--- src/rtl/dma_intc_pkg.sv ---
`timescale 1ns/1ps
package dma_intc_pkg;
    localparam int NSRC     = 5;   // fragment, block, transaction, list, cfg error
    localparam int NLVL     = 4;   // sources that count as completion levels
    localparam int MODE_W   = 2;
    localparam int EN_LSB   = 0;
    localparam int MODE_LSB = 8;
    localparam int STS_LSB  = 16;
    localparam int CLR_LSB  = 24;
    localparam int RAW_OFS  = 'h10;
    localparam int MSK_OFS  = 'h14;
    localparam int CH_BASE  = 'h40;
    localparam int CH_STEP  = 4;

    typedef struct packed {
        logic [NSRC-1:0]   en;
        logic [MODE_W-1:0] mode;
        logic [NSRC-1:0]   sts;
        logic              done;
    } chan_state_t;

    function automatic int ch_ofs(input int idx);
        return CH_BASE + CH_STEP * idx;
    endfunction
endpackage

--- src/rtl/dma_intc_wr_dec.sv ---
`timescale 1ns/1ps
module dma_intc_wr_dec
    import dma_intc_pkg::*;
#(
    parameter int NUM_CH = 4,
    parameter int ADDR_W = 8
) (
    input  logic              we,
    input  logic [ADDR_W-1:0] addr,
    output logic [NUM_CH-1:0] ch_wr
);
    for (genvar i = 0; i < NUM_CH; i++) begin : g_dec
        localparam logic [ADDR_W-1:0] CH_A = ADDR_W'(ch_ofs(i));
        assign ch_wr[i] = we && (addr == CH_A);
    end
endmodule

--- src/rtl/dma_intc_chan.sv ---
`timescale 1ns/1ps
module dma_intc_chan
    import dma_intc_pkg::*;
#(
    parameter int DATA_W = 32
) (
    input  logic              clk,
    input  logic              rst_n,
    input  logic              wr_sel,
    input  logic [DATA_W-1:0] wdata,
    input  logic [NSRC-1:0]   evt,
    output logic [NSRC-1:0]   en_o,
    output logic [NSRC-1:0]   sts_o,
    output logic [MODE_W-1:0] mode_o,
    output logic              irq_o,
    output logic              done_o
);
    chan_state_t     st_d, st_q;
    logic [NSRC-1:0] clr_mask;
    logic            lvl_hit;

    always_comb begin
        st_d     = st_q;
        clr_mask = '0;
        lvl_hit  = 1'b0;
        // completion judged against the mode held before this edge
        for (int k = 0; k < NLVL; k++) begin
            if (evt[k] && (k >= int'(st_q.mode))) begin
                lvl_hit = 1'b1;
            end
        end
        if (wr_sel) begin
            st_d.en   = wdata[EN_LSB +: NSRC];
            st_d.mode = wdata[MODE_LSB +: MODE_W];
            clr_mask  = wdata[CLR_LSB +: NSRC];
        end
        // set has priority over a same-cycle clear
        st_d.sts  = (st_q.sts & ~clr_mask) | evt;
        st_d.done = lvl_hit;
    end

    always_ff @(posedge clk or negedge rst_n) begin
        if (!rst_n) begin
            st_q <= '0;
        end else begin
            st_q <= st_d;
        end
    end

    assign en_o   = st_q.en;
    assign sts_o  = st_q.sts;
    assign mode_o = st_q.mode;
    assign irq_o  = |(st_q.sts & st_q.en);
    assign done_o = st_q.done;
endmodule

--- src/rtl/dma_intc_rd_mux.sv ---
`timescale 1ns/1ps
module dma_intc_rd_mux
    import dma_intc_pkg::*;
#(
    parameter int NUM_CH = 4,
    parameter int ADDR_W = 8,
    parameter int DATA_W = 32
) (
    input  logic [ADDR_W-1:0]                  addr,
    input  logic [NUM_CH-1:0][NSRC-1:0]        en,
    input  logic [NUM_CH-1:0][NSRC-1:0]        sts,
    input  logic [NUM_CH-1:0][MODE_W-1:0]      mode,
    input  logic [NUM_CH-1:0]                  raw,
    input  logic [NUM_CH-1:0]                  masked,
    output logic [DATA_W-1:0]                  rdata
);
    localparam logic [ADDR_W-1:0] RAW_A = ADDR_W'(RAW_OFS);
    localparam logic [ADDR_W-1:0] MSK_A = ADDR_W'(MSK_OFS);

    always_comb begin
        rdata = '0;
        if (addr == RAW_A) begin
            rdata[NUM_CH-1:0] = raw;
        end
        if (addr == MSK_A) begin
            rdata[NUM_CH-1:0] = masked;
        end
        for (int i = 0; i < NUM_CH; i++) begin
            if (addr == ADDR_W'(ch_ofs(i))) begin
                rdata[EN_LSB +: NSRC]     = en[i];
                rdata[MODE_LSB +: MODE_W] = mode[i];
                rdata[STS_LSB +: NSRC]    = sts[i];
            end
        end
    end
endmodule

--- src/rtl/dma_chan_intc.sv ---
`timescale 1ns/1ps
module dma_chan_intc
    import dma_intc_pkg::*;
#(
    parameter int NUM_CH = 4,
    parameter int ADDR_W = 8,
    parameter int DATA_W = 32
) (
    input  logic                   clk,
    input  logic                   rst_n,
    input  logic                   reg_we,
    input  logic [ADDR_W-1:0]      reg_addr,
    input  logic [DATA_W-1:0]      reg_wdata,
    output logic [DATA_W-1:0]      reg_rdata,
    input  logic [NUM_CH*NSRC-1:0] evt_pulse,
    output logic [NUM_CH-1:0]      ch_irq,
    output logic [NUM_CH-1:0]      glb_raw,
    output logic [NUM_CH-1:0]      glb_masked,
    output logic [NUM_CH-1:0]      xfer_done
);
    logic [NUM_CH-1:0]             ch_wr;
    logic [NUM_CH-1:0][NSRC-1:0]   en_arr;
    logic [NUM_CH-1:0][NSRC-1:0]   sts_arr;
    logic [NUM_CH-1:0][MODE_W-1:0] mode_arr;

    dma_intc_wr_dec #(.NUM_CH(NUM_CH), .ADDR_W(ADDR_W)) u_dec (
        .we    (reg_we),
        .addr  (reg_addr),
        .ch_wr (ch_wr)
    );

    for (genvar i = 0; i < NUM_CH; i++) begin : g_ch
        dma_intc_chan #(.DATA_W(DATA_W)) u_chan (
            .clk    (clk),
            .rst_n  (rst_n),
            .wr_sel (ch_wr[i]),
            .wdata  (reg_wdata),
            .evt    (evt_pulse[i*NSRC +: NSRC]),
            .en_o   (en_arr[i]),
            .sts_o  (sts_arr[i]),
            .mode_o (mode_arr[i]),
            .irq_o  (ch_irq[i]),
            .done_o (xfer_done[i])
        );
        assign glb_raw[i] = |sts_arr[i];
    end

    assign glb_masked = ch_irq;

    dma_intc_rd_mux #(.NUM_CH(NUM_CH), .ADDR_W(ADDR_W), .DATA_W(DATA_W)) u_rd (
        .addr   (reg_addr),
        .en     (en_arr),
        .sts    (sts_arr),
        .mode   (mode_arr),
        .raw    (glb_raw),
        .masked (glb_masked),
        .rdata  (reg_rdata)
    );
endmodule

--- config.mk ---
export PLATFORM = sky130hd
export DESIGN_NAME = dma_chan_intc
export DESIGN_NICKNAME = d
export VERILOG_FILES = /design/src/rtl/dma_intc_pkg.sv /design/src/rtl/dma_intc_wr_dec.sv /design/src/rtl/dma_intc_chan.sv /design/src/rtl/dma_intc_rd_mux.sv /design/src/rtl/dma_chan_intc.sv
export SDC_FILE = /design/constraint.sdc
export NUM_CORES = 1
export LEC_CHECK = 0
export BUFFER_PORTS_ARGS = -buffer_cell sky130_fd_sc_hd__buf_2
export CORE_ASPECT_RATIO = 0.7
export CORE_MARGIN = 3
export CORE_UTILIZATION = 35
export DETAILED_ROUTE_END_ITERATION = 16
export PLACE_DENSITY_LB_ADDON = 0.2
export SYNTH_ARGS = -nofsm -noshare
export SYNTH_HDL_FRONTEND = slang
export SYNTH_SLANG_ARGS = --single-unit
export TNS_END_PERCENT = 30
--- constraint.sdc ---
create_clock -name clk -period 2.9 [get_ports clk]
set_clock_uncertainty 0.1 [all_clocks]
set_input_delay 0.145 -clock clk [delete_from_list [all_inputs] [get_ports clk]]
set_output_delay 0.145 -clock clk [all_outputs]
set_load 0.03 [all_outputs]
Word-level counts from Yosys, hierarchy flattened
Cells that the tools add are included.
{"block": "op_classes", "bitwise_logic": 16, "n_mul": 0, "shift": 0, "n_eq_ne": 6, "addsub": 0, "muxes": 34, "div_mod_pow": 0, "reduce_logical": 24, "magnitude_cmp": 12}
{"op": "5-bit two-way mux", "count": 12}
{"op": "5-bit AND", "count": 8}
{"op": "5-bit OR reduction", "count": 8}
{"op": "8-bit by 7-bit == test with 1-bit output (second input constant)", "count": 4}
{"op": "5-bit inverter", "count": 4}
{"op": "5-bit OR", "count": 4}
{"op": "8-bit by 5-bit == test with 1-bit output (second input constant)", "count": 2}
{"op": "1-bit by 2-bit >= comparator with 1-bit output (first input constant)", "count": 8}
{"op": "1-bit logical AND", "count": 16}
{"op": "1-bit two-way mux", "count": 16}
{"op": "2-bit >= comparator (first input constant)", "count": 4}
{"op": "2-bit two-way mux", "count": 4}
{"op": "4-bit two-way mux", "count": 2}
{"block": "word_totals", "out_inout_bits": 48, "ram_bits": 0, "reg_bits": 52, "rom_bits": 0, "latch_bits": 0, "memories": 0, "in_bits": 63, "wordCells": 108}

Depth between registers and ports, before layout
{"block": "logic_depth", "word_depth": 7, "mapped_depth": 7, "depth_no_buf": 4}

By module
Synthesis repeated with hierarchy kept, for this count alone.
{"block": "unflattened", "hier_cells": 275, "hier_area_um2": 2966.6}
{"module": "dma_intc_chan", "area_per_inst_um2": 526.8, "seq_area_each_um2": 325.3, "cells_per_inst": 41, "n_inst": 4}
{"module": "dma_intc_rd_mux", "area_per_inst_um2": 723.2, "seq_area_each_um2": 0.0, "cells_per_inst": 87, "n_inst": 1}
{"module": "dma_chan_intc", "area_per_inst_um2": 80.1, "seq_area_each_um2": 0.0, "cells_per_inst": 16, "n_inst": 1}
{"module": "dma_intc_wr_dec", "area_per_inst_um2": 56.3, "seq_area_each_um2": 0.0, "cells_per_inst": 8, "n_inst": 1}

Worst setup path before layout
OpenSTA, ideal clock, no wires.
{"block": "synth_timing", "path_kind": "reg-to-output", "from": "register g_ch[1].u_chan.st_q (netlist bit g_ch[1].u_chan.sts_o[3])", "to": "output port reg_rdata[1]", "required_ns": 2.655, "path_buffers": 0, "arrival_time_ns": 1.426, "stages_incl_launch_ff": 5, "setup_slack_ns": 1.229, "cell_sequence": "dfrtp_1 nor3_1 nand2_1 a21o_1 a221o_1"}
{"block": "synth_between", "elab_chain_cells": 7, "elab_cells_between_ends": 9, "cone_classes": "6 x mux; 1 x bitwise; 2 x reduce/logical"}
{"element": "from (decl)", "line_no": "dma_intc_chan.sv:18", "source": "chan_state_t st_d, st_q;"}
{"element": "from (signal assigned)", "line_no": "dma_intc_chan.sv:46", "source": "st_q <= st_d;"}
{"element": "5-bit OR reduction", "line_no": "dma_chan_intc.sv:45", "source": "assign glb_raw[i] = |sts_arr[i];"}
{"element": "named net glb_raw[1]", "line_no": "dma_chan_intc.sv:17", "source": "output logic [NUM_CH-1:0] glb_raw,"}
{"element": "4-bit two-way mux", "line_no": "dma_intc_rd_mux.sv:22", "source": "if (addr == RAW_A) begin"}
{"element": "4-bit two-way mux", "line_no": "dma_intc_rd_mux.sv:25", "source": "if (addr == MSK_A) begin"}
{"element": "5-bit two-way mux (4 in a row)", "line_no": "dma_intc_rd_mux.sv:29", "source": "if (addr == ADDR_W'(ch_ofs(i))) begin"}
{"element": "to (decl)", "line_no": "dma_chan_intc.sv:14", "source": "output logic [DATA_W-1:0] reg_rdata,"}
The timed path passes the listed nets, and every way through them passes these cells.

Worst setup path in the final report
{"block": "layout_timing", "from": "register g_ch[3].u_chan.st_q (netlist bit g_ch[3].u_chan.sts_o[0])", "to": "output port reg_rdata[3]"}
{"block": "layout_between", "elab_chain_cells": 7, "elab_cells_between_ends": 9, "cone_classes": "6 x mux; 1 x bitwise; 2 x reduce/logical"}
{"element": "from (decl)", "line_no": "dma_intc_chan.sv:18"}
{"element": "from (signal assigned)", "line_no": "dma_intc_chan.sv:46"}
{"element": "5-bit OR reduction / 5-bit AND (equally long branches)", "line_no": "dma_chan_intc.sv:45, dma_intc_chan.sv:53"}
{"element": "4-bit two-way mux / 5-bit OR reduction (equally long branches)", "line_no": "dma_intc_rd_mux.sv:22, dma_intc_chan.sv:53"}
{"element": "4-bit two-way mux (*)", "line_no": "dma_intc_rd_mux.sv:25"}
{"element": "5-bit two-way mux (*) (4 in a row)", "line_no": "dma_intc_rd_mux.sv:29"}
Every way passes the cells marked *; elsewhere a longest branch is shown, timed or not.

==> impl_metrics.ini <==
[synth]
number_of_synthesis_warnings = 0
synthDistinctLibCells = 34
postSynth.asyncResetShare = 1.00
synth_cells = 286
synth_seq_cells = 52
synth_area_um2 = 3020
synth_top_flop_cell = sky130_fd_sc_hd__dfrtp_1
postSynthAreaPerCell_um2 = 10.6
synth_sequential_area_ratio = 0.431
synth_edf_count = 0

[worst_hold_path]
worstHoldPathCells = 3
worstHoldEndpoint = g_ch[2].u_chan.done_o
timing.hold.worst.class = in -> reg
worst_hold_startpoint = evt_pulse[12]

[setup_path]
rr_worst_depth = 2
start_kind = flip-flop
worst-endpoint-required_ns = 2.65
cp_max_fo = 4
worst_r2r_startpoint = g_ch[3].u_chan.mode_o[1]
critical_path_sink_type = primary output
regToRegSetupSlack_ns = 1.93
timing.critical_path.arrival_ns = 1.85
rr_endpoint = g_ch[3].u_chan.done_o
critical_path_class = reg -> out

[sta]
final_hold_violation_count = 0
finalCritPeriodShare = 0.724
worst-slew-pin-transition_ns = 0.675
whs_ns = 0.00445
rsz_0062_raised_after_global_routing = false
timing.final.setup_violations = 0
setup_total_negative_slack_ns = 0
worst_slew_slack_as_a_fraction_of_its_limit = 0.550
timing_max_transition_violations_final = 0
timing.final.crit_period_ns = 2.10
achievable_clock_frequency_ghz = 0.476

[global_route]
groute.usage.overall = 0.181
global_route.overflow_total = 0
grt_first_pass_wirelength_mm = 13.3
grt_max_degree = 53
grt_antenna_before_repair = 0
grt_pass1_vias = 2275

[clocking]
cts-root-to-sink-buffers = 2
insertion_delay_ns = 0.30
cts_max_level = 2
cts_tree = done
cts.sink_count = 52
cts_root_buffer = sky130_fd_sc_hd__clkbuf_16
cts.repair.resized = 0
cts_setup_buffers = 0
cts_inserted_buffers = 5
clk_transition_reported_paths_ns = 0.07

[route]
dr.first_iter.drc_count = 226
drt.antenna.violating_nets = 0
route.vias.total = 2433
number_of_iterations_in_the_first_detailed_routing_pass = 5
viasPerCell = 5.32
postRouteWirelength_mm = 8.65
wl_per_cell_um = 18.9
post-route-drc-count = 0

[final_layout]
final_nets = 418
area_growth_from_synthesis_to_layout_pct = 18.0
filler_cell_count_in_the_final_layout = 805
post-route-cell-area_um2 = 3570
final_core_util = 0.440
layout-drive-gt1-share = 0.340
diodes_inserted = 0

[die]
initial_utilization = 0.373
num_rows = 27
core_um2 = 8110
die_height_um = 83.7
die_width_um = 117
io_pins = 111
fp.dieArea_um2 = 9800

[placement]
detailedPlacementHpwl_mm = 6.51
placedInstanceArea_um2 = 3270
placement.io_buffers = 70
gp_congestion = 0.876

[job]
timing.max_cap.violations = 0

[power]
total_leakage_power_nw = 1.62
power-per-cell-area_nw_per_um2 = 468
worst_ir_drop_vdd_uv = 210

[outcome]
outcome = complete, no violations
==> kinds of logic (layout without fill, tap and decap cells) <==
group                  Yosys count  after routing  synth area share
AOI/OAI and AO/OA               69             69             0.163
buffers and inverters           63            114             0.132
DFF                             52             52             0.431
muxes                           34             34             0.167
other                            1             20           0.00124
and+or+nand+nor                 67             67             0.106
==> cells in the final DEF, fill, tap and decap left out, types with 2 or more instances in the layout <==
master	netlist	layout
sky130_fd_sc_hd__nor2_1	16	16
sky130_fd_sc_hd__mux2_2	12	12
sky130_fd_sc_hd__nor2b_1	3	3
sky130_fd_sc_hd__buf_4	35	5
sky130_fd_sc_hd__dlygate4sd3_1	0	14
sky130_fd_sc_hd__dfrtp_1	52	52
sky130_fd_sc_hd__and4_1	2	2
sky130_fd_sc_hd__buf_2	6	70
sky130_fd_sc_hd__o21ai_1	2	2
sky130_fd_sc_hd__mux2_4	10	10
sky130_fd_sc_hd__clkbuf_16	0	5
sky130_fd_sc_hd__a222oi_1	4	4
sky130_fd_sc_hd__a221o_1	4	4
sky130_fd_sc_hd__a21o_1	14	14
sky130_fd_sc_hd__mux2i_1	4	4
sky130_fd_sc_hd__mux4_2	8	8
sky130_fd_sc_hd__o21a_1	2	2
sky130_fd_sc_hd__a31oi_1	10	10
sky130_fd_sc_hd__a21oi_1	17	17
sky130_fd_sc_hd__nand2_1	27	27
sky130_fd_sc_hd__and3_1	8	8
sky130_fd_sc_hd__nor3_1	4	4
sky130_fd_sc_hd__nor2_2	2	2
sky130_fd_sc_hd__a2111oi_2	4	4
sky130_fd_sc_hd__inv_1	17	17
sky130_fd_sc_hd__conb_1	1	20
sky130_fd_sc_hd__o21ai_0	7	7
sky130_fd_sc_hd__a22oi_1	4	4
==> sequential cells by signal (all words and copies together) (netlist names) <==
name                cells
g_ch.u_chan.en_o       20
g_ch.u_chan.sts_o      20
g_ch.u_chan.mode_o      8
g_ch.u_chan.done_o      4
==> worst max path at each step <==
stage	start	end	slack, ns	cells past startpoint
2_1_floorplan	g_ch[1].u_chan.sts_o[3]	reg_rdata[1]	1.23	4
3_3_place_gp	reg_addr[1]	g_ch[0].u_chan.mode_o[1]	0.78	5
3_5_place_dp	reg_addr[1]	g_ch[0].u_chan.en_o[4]	0.75	5
4_1_cts	g_ch[3].u_chan.sts_o[0]	reg_rdata[3]	0.83	4
5_1_grt	g_ch[3].u_chan.sts_o[0]	reg_rdata[3]	0.75	4
6_report	g_ch[3].u_chan.sts_o[0]	reg_rdata[3]	0.80	4
==> cell usage after synthesis (6+ instances only) <==
cell type                  n  area [um^2]
sky130_fd_sc_hd__inv_1    17         63.8
sky130_fd_sc_hd__a21oi_1  17         85.1
sky130_fd_sc_hd__mux4_2    8          180
sky130_fd_sc_hd__dfrtp_1  52         1300
sky130_fd_sc_hd__buf_4    35          263
sky130_fd_sc_hd__o21ai_0   7         35.0
sky130_fd_sc_hd__mux2_4   10          150
sky130_fd_sc_hd__a31oi_1  10         62.6
sky130_fd_sc_hd__mux2_2   12          135
sky130_fd_sc_hd__nand2_1  27          101
sky130_fd_sc_hd__nor2_1   16         60.1
sky130_fd_sc_hd__and3_1    8         50.1
sky130_fd_sc_hd__a21o_1   14          105
sky130_fd_sc_hd__buf_2     6         30.0
==> timing repair <==
item	in CTS	in global routing
endpoints found under the setup margin	0	0
hold buffers	14	0
hold endpoints to repair	67	0
==> layout make-up <==
class / instances / area, um^2 / area share
multi-input cells: 190 / 1390 / 0.391
flip-flops and latches: 52 / 1300 / 0.365
repair buffers: 89 / 528 / 0.148
clock buffers: 6 / 139 / 0.0389
well taps: 101 / 126 / 0.0354
inverters: 17 / 63.8 / 0.0179
clock inverters: 2 / 13.8 / 0.00386
==> power breakdown <==
part           internal [W]  switching [W]  total [W]
combinational     0.0000967       0.000180   0.000277
sequential         0.000748      0.0000216   0.000770
clock              0.000346       0.000277   0.000622
==> per-stage QoR <==
stage | setup slack, ns | cells | total power, W
after floorplan | 1.23 | 305 | 0.000987
after global placement | 0.778 | 435 | 0.00104
after detailed placement | 0.755 | 435 | 0.00105
after CTS | 0.826 | 457 | 0.00168
after global routing | 0.746 | 457 | 0.00174
final | 0.801 | 457 | 0.00167
==> routing by layer <==
layer | up-vias | track usage | routed length (um)
met5 | - | 0 | 0
met2 | 126 | 0.233 | 3460
met1 | 1185 | 0.298 | 4320
li1 | 1111 | - | -
met3 | 11 | 0.0428 | 779
met4 | 0 | 0.0396 | 95
==> critical path, cell delays in order, from the launching register on <==
cell,delay (ns)
sky130_fd_sc_hd__dfrtp_1,0.43
sky130_fd_sc_hd__a222oi_1,0.53
sky130_fd_sc_hd__a21oi_1,0.13
sky130_fd_sc_hd__a221o_1,0.29
sky130_fd_sc_hd__buf_2,0.19
Note: power is estimated with default switching activity, not from simulation.
